## config.mk

```make
export PLATFORM = sky130hd
export DESIGN_NAME = qmvtu_engine
export DESIGN_NICKNAME = d
export VERILOG_FILES = /design/src/rtl/qmvtu_pkg.sv /design/src/rtl/qmvtu_wbank.sv /design/src/rtl/qmvtu_pe.sv /design/src/rtl/qmvtu_engine.sv
export SDC_FILE = /design/constraint.sdc
export NUM_CORES = 1
export LEC_CHECK = 0
export BUFFER_PORTS_ARGS = -buffer_cell sky130_fd_sc_hd__buf_2
export CAP_MARGIN = 10
export CORE_UTILIZATION = 25
export CTS_BUF_LIST = sky130_fd_sc_hd__clkbuf_4 sky130_fd_sc_hd__clkbuf_8
export CTS_CLUSTER_SIZE = 14
export DETAILED_ROUTE_END_ITERATION = 12
export REMOVE_ABC_BUFFERS = 1
export SYNTH_ARGS = -nofsm -noshare
export SYNTH_HDL_FRONTEND = slang
export SYNTH_SLANG_ARGS = --single-unit
```

## constraint.sdc

```tcl
create_clock -name clk -period 6 [get_ports clk]
set_clock_uncertainty 0.05 [all_clocks]
set_input_delay 0 -clock clk [delete_from_list [all_inputs] [get_ports clk]]
set_output_delay 0 -clock clk [all_outputs]
set_load 0.02 [all_outputs]
```

## src/rtl/qmvtu_pkg.sv

```systemverilog
package qmvtu_pkg;

   localparam int ACT_W = 2;
   localparam int WGT_W = 2;

   typedef enum logic [1:0] {
      ST_LOAD = 2'd0,
      ST_CALC = 2'd1,
      ST_EMIT = 2'd2
   } eng_state_e;

   // fixed weight pattern held in every bank
   function automatic logic [WGT_W-1:0] wgt_code(input int row, input int col, input int seed);
      return WGT_W'((row * 3 + col * 5 + seed) % 4);
   endfunction

endpackage

```

## src/rtl/qmvtu_wbank.sv

```systemverilog
module qmvtu_wbank
   import qmvtu_pkg::*;
#(
   parameter int SIMD   = 4,
   parameter int NF     = 3,
   parameter int SF     = 2,
   parameter int PE     = 2,
   parameter int PE_IDX = 0,
   parameter int SEED   = 1,
   parameter int AW     = 3
) (
   input  logic [AW-1:0]          rd_addr,
   output logic [SIMD*WGT_W-1:0]  wgt_vec
);
   localparam int DEPTH = NF * SF;

   logic [SIMD*WGT_W-1:0] rom [DEPTH];

   for (genvar a = 0; a < DEPTH; a++) begin : g_word
      for (genvar j = 0; j < SIMD; j++) begin : g_lane
         assign rom[a][j*WGT_W +: WGT_W] =
            wgt_code((a / SF) * PE + PE_IDX, (a % SF) * SIMD + j, SEED);
      end
   end

   assign wgt_vec = rom[rd_addr];

endmodule

```

## src/rtl/qmvtu_pe.sv

```systemverilog
module qmvtu_pe
   import qmvtu_pkg::*;
#(
   parameter int SIMD    = 4,
   parameter int ACC_W   = 8,
   parameter int THR_LO  = -2,
   parameter int THR_MID = 1,
   parameter int THR_HI  = 4
) (
   input  logic                    clk,
   input  logic                    rst_n,
   input  logic                    step,
   input  logic                    last,
   input  logic [SIMD*ACT_W-1:0]   act_vec,
   input  logic [SIMD*WGT_W-1:0]   wgt_vec,
   output logic [ACT_W-1:0]        level
);
   localparam logic signed [ACC_W-1:0] T_LO  = ACC_W'(THR_LO);
   localparam logic signed [ACC_W-1:0] T_MID = ACC_W'(THR_MID);
   localparam logic signed [ACC_W-1:0] T_HI  = ACC_W'(THR_HI);

   logic signed [ACC_W-1:0] acc_q;
   logic signed [ACC_W-1:0] psum;
   logic signed [ACC_W-1:0] total;
   logic [ACT_W-1:0]        level_d;

   always_comb begin
      psum = '0;
      for (int j = 0; j < SIMD; j++) begin
         logic signed [ACC_W-1:0] a_s;
         logic signed [ACC_W-1:0] w_s;
         logic [WGT_W-1:0]        w;
         w   = wgt_vec[j*WGT_W +: WGT_W];
         a_s = ACC_W'(act_vec[j*ACT_W +: ACT_W]);
         w_s = {{(ACC_W-WGT_W){w[WGT_W-1]}}, w};
         psum = psum + a_s * w_s;
      end
      total   = acc_q + psum;
      level_d = ACT_W'(total >= T_LO) + ACT_W'(total >= T_MID) + ACT_W'(total >= T_HI);
   end

   always_ff @(posedge clk) begin
      if (!rst_n) begin
         acc_q <= '0;
         level <= '0;
      end else if (step) begin
         if (last) begin
            acc_q <= '0;
            level <= level_d;
         end else begin
            acc_q <= total;
         end
      end
   end

endmodule

```

## src/rtl/qmvtu_engine.sv

```systemverilog
module qmvtu_engine
   import qmvtu_pkg::*;
#(
   parameter int IN_DIM  = 8,
   parameter int OUT_DIM = 6,
   parameter int PE      = 2,
   parameter int SIMD    = 4,
   parameter int SEED    = 1,
   parameter int THR_LO  = -2,
   parameter int THR_MID = 1,
   parameter int THR_HI  = 4
) (
   input  logic                  clk,
   input  logic                  rst_n,
   input  logic                  in_valid,
   output logic                  in_ready,
   input  logic [SIMD*ACT_W-1:0] in_data,
   output logic                  out_valid,
   input  logic                  out_ready,
   output logic [PE*ACT_W-1:0]   out_data
);
   localparam int SF    = IN_DIM / SIMD;
   localparam int NF    = OUT_DIM / PE;
   localparam int DEPTH = NF * SF;
   localparam int SFW   = (SF > 1) ? $clog2(SF) : 1;
   localparam int NFW   = (NF > 1) ? $clog2(NF) : 1;
   localparam int AW    = (DEPTH > 1) ? $clog2(DEPTH) : 1;
   localparam int ACC_W = $clog2(IN_DIM * 6 + 1) + 2;

   if (IN_DIM % SIMD != 0) begin : g_bad_simd
      $error("IN_DIM must be a multiple of SIMD");
   end
   if (OUT_DIM % PE != 0) begin : g_bad_pe
      $error("OUT_DIM must be a multiple of PE");
   end
   if (!(THR_LO < THR_MID && THR_MID < THR_HI)) begin : g_bad_thr
      $error("thresholds must be strictly ascending");
   end
   if (THR_HI >= 2 ** (ACC_W - 1) || THR_LO < -(2 ** (ACC_W - 1))) begin : g_bad_range
      $error("threshold outside accumulator range");
   end

   eng_state_e             state_q;
   logic [NFW-1:0]         nf_q;
   logic [SFW-1:0]         sf_q;
   logic [SFW-1:0]         beat_q;
   logic [SIMD*ACT_W-1:0]  act_buf [SF];
   logic                   sf_end;
   logic                   calc_en;
   logic                   calc_last;
   logic                   in_fire;
   logic                   out_fire;
   logic [AW-1:0]          rd_addr;
   logic [SIMD*ACT_W-1:0]  cur_act;

   assign in_ready  = (state_q == ST_LOAD);
   assign out_valid = (state_q == ST_EMIT);
   assign in_fire   = in_valid && in_ready;
   assign out_fire  = out_valid && out_ready;
   assign calc_en   = (state_q == ST_CALC);
   assign calc_last = calc_en && sf_end;
   assign rd_addr   = AW'(int'(nf_q) * SF + int'(sf_q));
   assign cur_act   = act_buf[sf_q];

   // column-fold counters collapse when a single beat covers the vector
   if (SF == 1) begin : g_sf_one
      assign sf_q   = '0;
      assign beat_q = '0;
      assign sf_end = 1'b1;
   end else begin : g_sf_many
      assign sf_end = (sf_q == SFW'(SF - 1));
      always_ff @(posedge clk) begin
         if (!rst_n) begin
            sf_q   <= '0;
            beat_q <= '0;
         end else begin
            if (calc_en) sf_q <= sf_end ? '0 : sf_q + 1'b1;
            if (in_fire) beat_q <= (beat_q == SFW'(SF - 1)) ? '0 : beat_q + 1'b1;
         end
      end
   end

   always_ff @(posedge clk) begin
      if (in_fire) act_buf[beat_q] <= in_data;
   end

   always_ff @(posedge clk) begin
      if (!rst_n) begin
         state_q <= ST_LOAD;
         nf_q    <= '0;
      end else begin
         unique case (state_q)
            ST_LOAD: if (in_fire && beat_q == SFW'(SF - 1)) state_q <= ST_CALC;
            ST_CALC: if (sf_end) state_q <= ST_EMIT;
            ST_EMIT: if (out_fire) begin
               if (nf_q == NFW'(NF - 1)) begin
                  nf_q    <= '0;
                  state_q <= ST_LOAD;
               end else begin
                  nf_q    <= nf_q + 1'b1;
                  state_q <= ST_CALC;
               end
            end
            default: state_q <= ST_LOAD;
         endcase
      end
   end

   for (genvar p = 0; p < PE; p++) begin : g_pe
      logic [SIMD*WGT_W-1:0] wgt_vec;

      qmvtu_wbank #(
         .SIMD(SIMD), .NF(NF), .SF(SF), .PE(PE),
         .PE_IDX(p), .SEED(SEED), .AW(AW)
      ) u_bank (
         .rd_addr (rd_addr),
         .wgt_vec (wgt_vec)
      );

      qmvtu_pe #(
         .SIMD(SIMD), .ACC_W(ACC_W),
         .THR_LO(THR_LO), .THR_MID(THR_MID), .THR_HI(THR_HI)
      ) u_pe (
         .clk     (clk),
         .rst_n   (rst_n),
         .step    (calc_en),
         .last    (calc_last),
         .act_vec (cur_act),
         .wgt_vec (wgt_vec),
         .level   (out_data[p*ACT_W +: ACT_W])
      );
   end

endmodule

```

==> metrics.md, run 1 <==
| Metric | Value |
|---|---|
| RePlAce Congestion | approximately 0.83 |
| Die W | between 100 and 150 µm |
| Seq cells post-synth | between 40 and 50 |
| Dpl cells | 569 |
| Max FO, Critical Path | 5 |
| CP required | 6.19 ns |
| RR Endpoint | g_pe[0].u_pe.level[0] |
| Power Density | 476 mW/mm² |
| Post-place setup slack | between 0.15 and 0.2 ns |
| Worst-Margin Slew | 0.707 ns |
| Htree depth | 2 |
| Max-Cap Viols | 0 |
| Avg WL per Cell | between 10 and 15 µm |
| Ant diodes | 0 |
| Area Overhead vs Synth | 16.0% |
| DIE HEIGHT | around 120 µm |
| Final setup viols | 0 |
| DRT Wirelength | a little over 7 mm |
| Clock root buffer master | clkbuf_8 |
| Relative slew slack | around 53% |
| Clock Pin Slew Worst Setup and Hold Paths | 0.09 ns |
| Critical path class | flop to flop |
| Critical Path AT | between 5 and 6 ns |
| IO buf count | 17 |
| CTS max path bufs | 2 |
| Synth area leaders | fa_1 20%, dfxtp_1 15%, edfxtp_1 13% |
| Final hold vios | 0 |
| WHS Endpoint | beat_q |
| # fillers | roughly 1500 |
| Worst vdd ir | approximately 0.42 mV |
| Setup WS post-layout | 0.257 ns |
| CTS buffer count | 5 |
| CTS tree | yes |
| Worst setup SP type | flop |
| Sequential area share after synthesis | 27.9% |
| Minimum clock period | approximately 5.7 ns |
| Vias in the first global route | roughly 2600 |
| Yosys warning count | 0 |
| Drt drc | 0 |
| Vias | roughly 2500 |
| Register Area | slightly above 0.001 mm² |
| R2r worst-path depth | 19 |
| Clock Sink Count | 43 |
| Setup TNS Final | 0 ns |
| Post-layout net count | 487 |
| Post-Syn Instances | roughly 380 |
| Starting Density | 26.0% |
| Top Ports | 18 |
| Antenna Nets Post-Route | 0 |
| DR iter-0 viols | 76 |
| Status | completed |
| R2R setup slack | around 0.26 ns |
| Post-synth EDFFs | 16 |
| Post-synth top area cell | fa_1 |
| Hold path depth | 4 |
| Final cell count without fillers | slightly below 600 |
| Die ar. | 0.0151 mm² |
| Largest net degree at the start of global routing | 29 |
| Synth unique cells | 48 |
| Area occupied by multi-input gates | approximately 0.0024 mm² |
| Hold Startpoint | in_valid |
| First-pass GRT wire length | around 12 mm |
| Leakage power | ~1.8 nW |
| GRT Util Overall | 10.2% |
| Top FF cell, synth | dfxtp_1 |
| Critical Path Sink Type | flop |
| Syn avg cell area | 9.75 µm² |
| Worst skew pair latency | ~0.30 ns |
| Fin crit share | between 90% and 100% |
| Worst hold path class | input port to flop |
| Via-to-Cell Ratio | roughly 4.3 |
| Share of the synthesized area in the top cell type | between 10% and 20% |
| CORE AREA | 0.0141 mm² |
| Synth Cell Area | 0.00366 mm² |
| Total power | roughly 2 mW |
| Commonest non-fill, non-tap cells in the layout | 79 x inv_1, 36 x fa_1, 29 x ha_1 |
| Dpl hpwl | 5.62 mm |
| Final Max Slew Viols | 0 |
| Commonest non-fill, non-tap cell in the layout | inv_1 |
| Fmax | approximately 170 MHz |
| Rows | 43 |
| DRT Pass-1 Iters | 4 |
| Share of post-route cells with drive strength above 1 | 15.3% |
| Initial antenna violation count | 0 |
| Async set-reset flop share out of synthesis | 0% |
| Remaining global-route overflow | 0 |
repair_timing:
action	in CTS	in global routing
resized for setup	0	20
endpoints found under the setup margin	0	4
buffers inserted	0	1
endpoints found under the hold margin	16	0
hold buffers	8	0
layer usage:
metal	global-route usage (%)	up-vias	part of all wire, %
met4	2.48	0	1.3
met2	17.5	29	50
met5	0	-	0
met3	1.38	10	2.3
li1	-	1278	-
met1	13.7	1209	47
flip-flops by register name (all words and copies together) (netlist names), named ones only:
signal,cells
act_buf,16
g_pe.u_pe.acc_q,16
g_pe.u_pe.level,4
nf_q,2
state_q,2
beat_q,1
sf_end,1
worst max-delay path: stages (launching register included):
cell and delay [ns]:
dfxtp_1 0.37, mux2_2 0.40, nand2b_1 0.20, fa_1 0.38, or3_1 0.38, ha_1 0.28
inv_1 0.05, fa_1 0.48, fa_1 0.54, inv_1 0.05, fa_1 0.49, inv_1 0.05
ha_2 0.31, a21o_1 0.22, nor3_2 0.19, a31oi_1 0.08, o41a_1 0.45, fa_1 0.54
mux2i_1 0.06, nor2b_1 0.12
power breakdown:
group	internal [mW]	switching (mW)
logic	0.668	0.816
registers	0.329	0.0126
clock network	0.0834	0.113
cell type report:
| class | count | area share, % |
|---|---|---|
| multi-input cells | 243 | 56.3 |
| flip-flops and latches | 43 | 24.0 |
| inverters | 80 | 7.06 |
| well taps | 180 | 5.30 |
| repair buffers | 32 | 5.12 |
| clock buffers | 5 | 1.62 |
| clock inverters | 3 | 0.589 |
cell usage after synthesis, drive strengths merged (5+ instances only):
master,n
a21o,5
a21oi,12
a22oi,8
clkbuf,6
dfxtp,27
edfxtp,16
fa,36
ha,34
inv,80
mux2,8
nand2,9
nand2b,9
nor2,20
nor2b,24
nor3b,7
o21ai,10
xnor2,10
xor2,6
stage by stage:
stage          instance area, µm²  utilization [%]  hold slack (ns)
3_5_place_dp                 3980             28.2            0.144
4_1_cts                      4150             29.5           0.0831
6_report                     4250             30.2           0.0855
5_1_grt                      4250             30.2            0.145
3_3_place_gp                 3980             28.2            0.142
2_1_floorplan                3620                -           0.0489
kinds of logic after synthesis:
group | count (synthesis) | share of synthesized area, %
AOI/OAI and AO/OA | 53 | 9.94
buffers and inverters | 90 | 9.32
DFF | 43 | 27.9
adders and majority gates | 70 | 31.3
muxes | 12 | 3.55
and+or+nand+nor | 92 | 14.2
xor gates and xnor gates | 16 | 3.82
worst max path at each step:
stage,slack (ns),endpoint,start
finish,0.26,g_pe[0].u_pe.level[0],flop
CTS,0.14,g_pe[0].u_pe.level[0],flop
global route,-0.02,g_pe[0].u_pe.level[0],flop
floorplan,0.28,g_pe[1].u_pe.level[0],flop
detailed placement,0.16,g_pe[0].u_pe.level[0],flop
global placement,0.21,g_pe[0].u_pe.level[0],flop
Note: power is estimated with default switching activity, not from simulation.
==> run 2, diff against run 1 <==
==> constraint.sdc (replaced) <==
create_clock -name clk -period 6.2 [get_ports clk]
set_clock_uncertainty 0.05 [all_clocks]
set_input_delay 0 -clock clk [delete_from_list [all_inputs] [get_ports clk]]
set_output_delay 0 -clock clk [all_outputs]
set_load 0.02 [all_outputs]
==> run 2 against run 1 <==
  * Global-route usage decreased by 0.19 points
  * Critical path depth increased by 1
  * Flip-flop and latch count unchanged
  * Highest routed layer unchanged
==> metrics.md, run 2 (same netlist as run 1, synthesis figures left out) <==
| Metric | Value |
|---|---|
| Total placed instance area | 0.00396 mm² (-0.38%) |
| Dpl cells | 567 (-0.35%) |
| Share of post-route cells with drive strength above 1 | 10.9% (-4.4 points) |
| First-pass GRT wire length | 12.2 mm (-0.95%) |
| Worst hold path class | input port to flop |
| Internal power | 957 µW (-11%) |
| Area Overhead vs Synth | 13.1% |
| Ant diodes | 0 (unchanged) |
| CTS tree | yes |
| DR iter-0 viols | 142 (+87%) |
| Max FO, Critical Path | 5 (unchanged) |
| Switching Power | 845 µW (-10%) |
| Vias in the first global route | 2632 (-0.53%) |
| Final Max Slew Viols | 0 (unchanged) |
| Post-layout net count | 484 (-0.62%) |
| Register Area | 0.00102 mm² (unchanged) |
| Max-Cap Viols | 0 (unchanged) |
| Starting Density | 26.0% (unchanged) |
| DRT Wirelength | 6.88 mm (-3.2%) |
| Hold Startpoint | in_valid |
| CTS buffer count | 5 (unchanged) |
| Critical path class | flop to flop |
| Vias | 2538 (+0.48%) |
| Clock Pin Slew Worst Setup and Hold Paths | 0.09 ns (about the same) |
| Commonest non-fill, non-tap cell in the layout | inv_1 |
| Post-CTS setup repair buffer count | 0 (unchanged) |
| Clock Sink Count | 43 (unchanged) |
| Final setup viols | 0 (unchanged) |
| RSZ-0062 raised after global routing | no |
| Final cell count without fillers | 583 (-0.51%) |
| Clock Power Share | 10.3% (+0.6 points) |
| Avg WL per Cell | 11.8 µm (-2.7%) |
| Biggest regs | act_buf x16, g_pe.u_pe.acc_q x16, g_pe.u_pe.level x4 |
| Leakage power | 1.80 nW (-1.7%) |
| Clock root buffer master | clkbuf_8 |
| Rows | 43 (unchanged) |
| Switch share | 46.9% (+0.34 points) |
| DIE HEIGHT | 123 µm (unchanged) |
| Drt drc | 0 (unchanged) |
| Worst setup SP type | flop |
| Dpl hpwl | 5.69 mm (+1.3%) |
| Post-route design area | 0.00415 mm² (-2.5%) |
| Largest net degree at the start of global routing | 29 (unchanged) |
| Setup TNS Final | 0 ns (unchanged) |
| Fin crit share | 94.8% (-0.91 points) |
| # fillers | 1494 (+1.5%) |
| Final hold vios | 0 (unchanged) |
| Die ar. | 0.0151 mm² (unchanged) |
| Area occupied by multi-input gates | 0.00231 mm² (-3.4%) |
| Critical Path Sink Type | flop |
| Fmax | 170 MHz (-2.3%) |
| CTS max path bufs | 2 (unchanged) |
| Initial antenna violation count | 0 (unchanged) |
| GRT Util Overall | 10.1% (-0.19 points) |
| Die W | 123 µm (unchanged) |
| Htree depth | 2 (unchanged) |
| Antenna Nets Post-Route | 0 (unchanged) |
| Part of the power in registers | 18.4% (+1.5 points) |
| Status | completed |
| Critical Path AT | 6.02 ns (+0.08 ns) |
| RePlAce Congestion | 0.835 (+0.51%) |
| Combinational power share | 71.3% (-2.1 points) |
| Minimum clock period | 5.88 ns (+0.135 ns) |
| Worst vdd ir | 0.321 mV (-24%) |
| Worst-Margin Slew | 0.682 ns (-0.0248 ns) |
| IO buf count | 17 (unchanged) |
| DRT Pass-1 Iters | 4 (unchanged) |
| Via-to-Cell Ratio | 4.35 (+0.99%) |
| Relative slew slack | 54.4% (+1.7 points) |
| CORE AREA | 0.0141 mm² (unchanged) |
| Remaining global-route overflow | 0 (unchanged) |
| Power Density | 435 mW/mm² (-8.6%) |
| Commonest non-fill, non-tap cells in the layout | 80 x inv_1, 36 x fa_1, 34 x ha_1 |
| CP required | 6.34 ns (+0.15 ns) |
| Top Ports | 18 (unchanged) |
| Worst skew pair latency | 0.30 ns (about the same) |
-- run 2: worst paths after layout --
check	to	slack (ns)	cells after the start
min reg2reg	g_pe[1].u_pe.acc_q[2]	0.47	2
max	g_pe[1].u_pe.level[0]	0.32	20
max reg2reg	g_pe[1].u_pe.level[0]	0.32	20
min	beat_q	0.08	4
-- run 2: worst max-delay path, stage by stage (launching register included) --
cell	delay [ns]
dfxtp_1	0.38
mux2_2	0.40
or2_2	0.30
fa_1	0.36
or3_1	0.39
ha_1	0.29
inv_1	0.05
fa_1	0.47
inv_1	0.05
fa_1	0.50
fa_1	0.51
inv_1	0.04
ha_1	0.34
o21ai_1	0.10
or4b_1	0.49
o2111ai_2	0.13
nand3_1	0.10
o21ai_1	0.18
fa_1	0.44
mux2i_1	0.14
nor2b_1	0.06
-- run 2: per-stage QoR --
step	worst slack [ns]	utilization [%]	hold slack [ns]	total power [mW]
after floorplan	0.483	-	0.0489	1.36
after global placement	0.443	28.1	0.140	1.58
after detailed placement	0.289	28.1	0.149	1.62
after CTS	0.249	29.3	0.0807	1.82
after global routing	0.00782	29.4	0.0976	2.02
final	0.322	29.4	0.0836	1.80
-- run 2: cell type report --
cell class | count | share of cell area, %
clock buffers | 5 | 1.66
inverters | 80 | 7.24
well taps | 180 | 5.43
flip-flops and latches | 43 | 24.6
clock inverters | 3 | 0.573
multi-input cells | 243 | 55.8
repair buffers | 29 | 4.71
-- run 2: routing by layer --
| metal | up-vias | wire length, µm | GRT usage (%) |
|---|---|---|---|
| li1 | 1265 | - | - |
| met1 | 1235 | 3230 | 13.2 |
| met2 | 32 | 3460 | 17.6 |
| met3 | 6 | 143 | 1.29 |
| met4 | 0 | 57 | 2.11 |
| met5 | - | 0 | 0 |
-- run 2: timing repair --
action / CTS / global route
endpoints found under the setup margin: 0 / 2
hold buffers: 8 / 0
gates resized for setup: 0 / 2
endpoints found under the hold margin: 16 / 0
-- run 2: power by group through the flow --
stage          registers (mW)  clock network, mW  logic [mW]
6_report                0.331              0.186        1.29
5_1_grt                 0.334              0.204        1.48
4_1_cts                 0.331              0.194        1.29
3_5_place_dp            0.338                  0        1.28
3_3_place_gp            0.337                  0        1.24
2_1_floorplan           0.336                  0        1.02
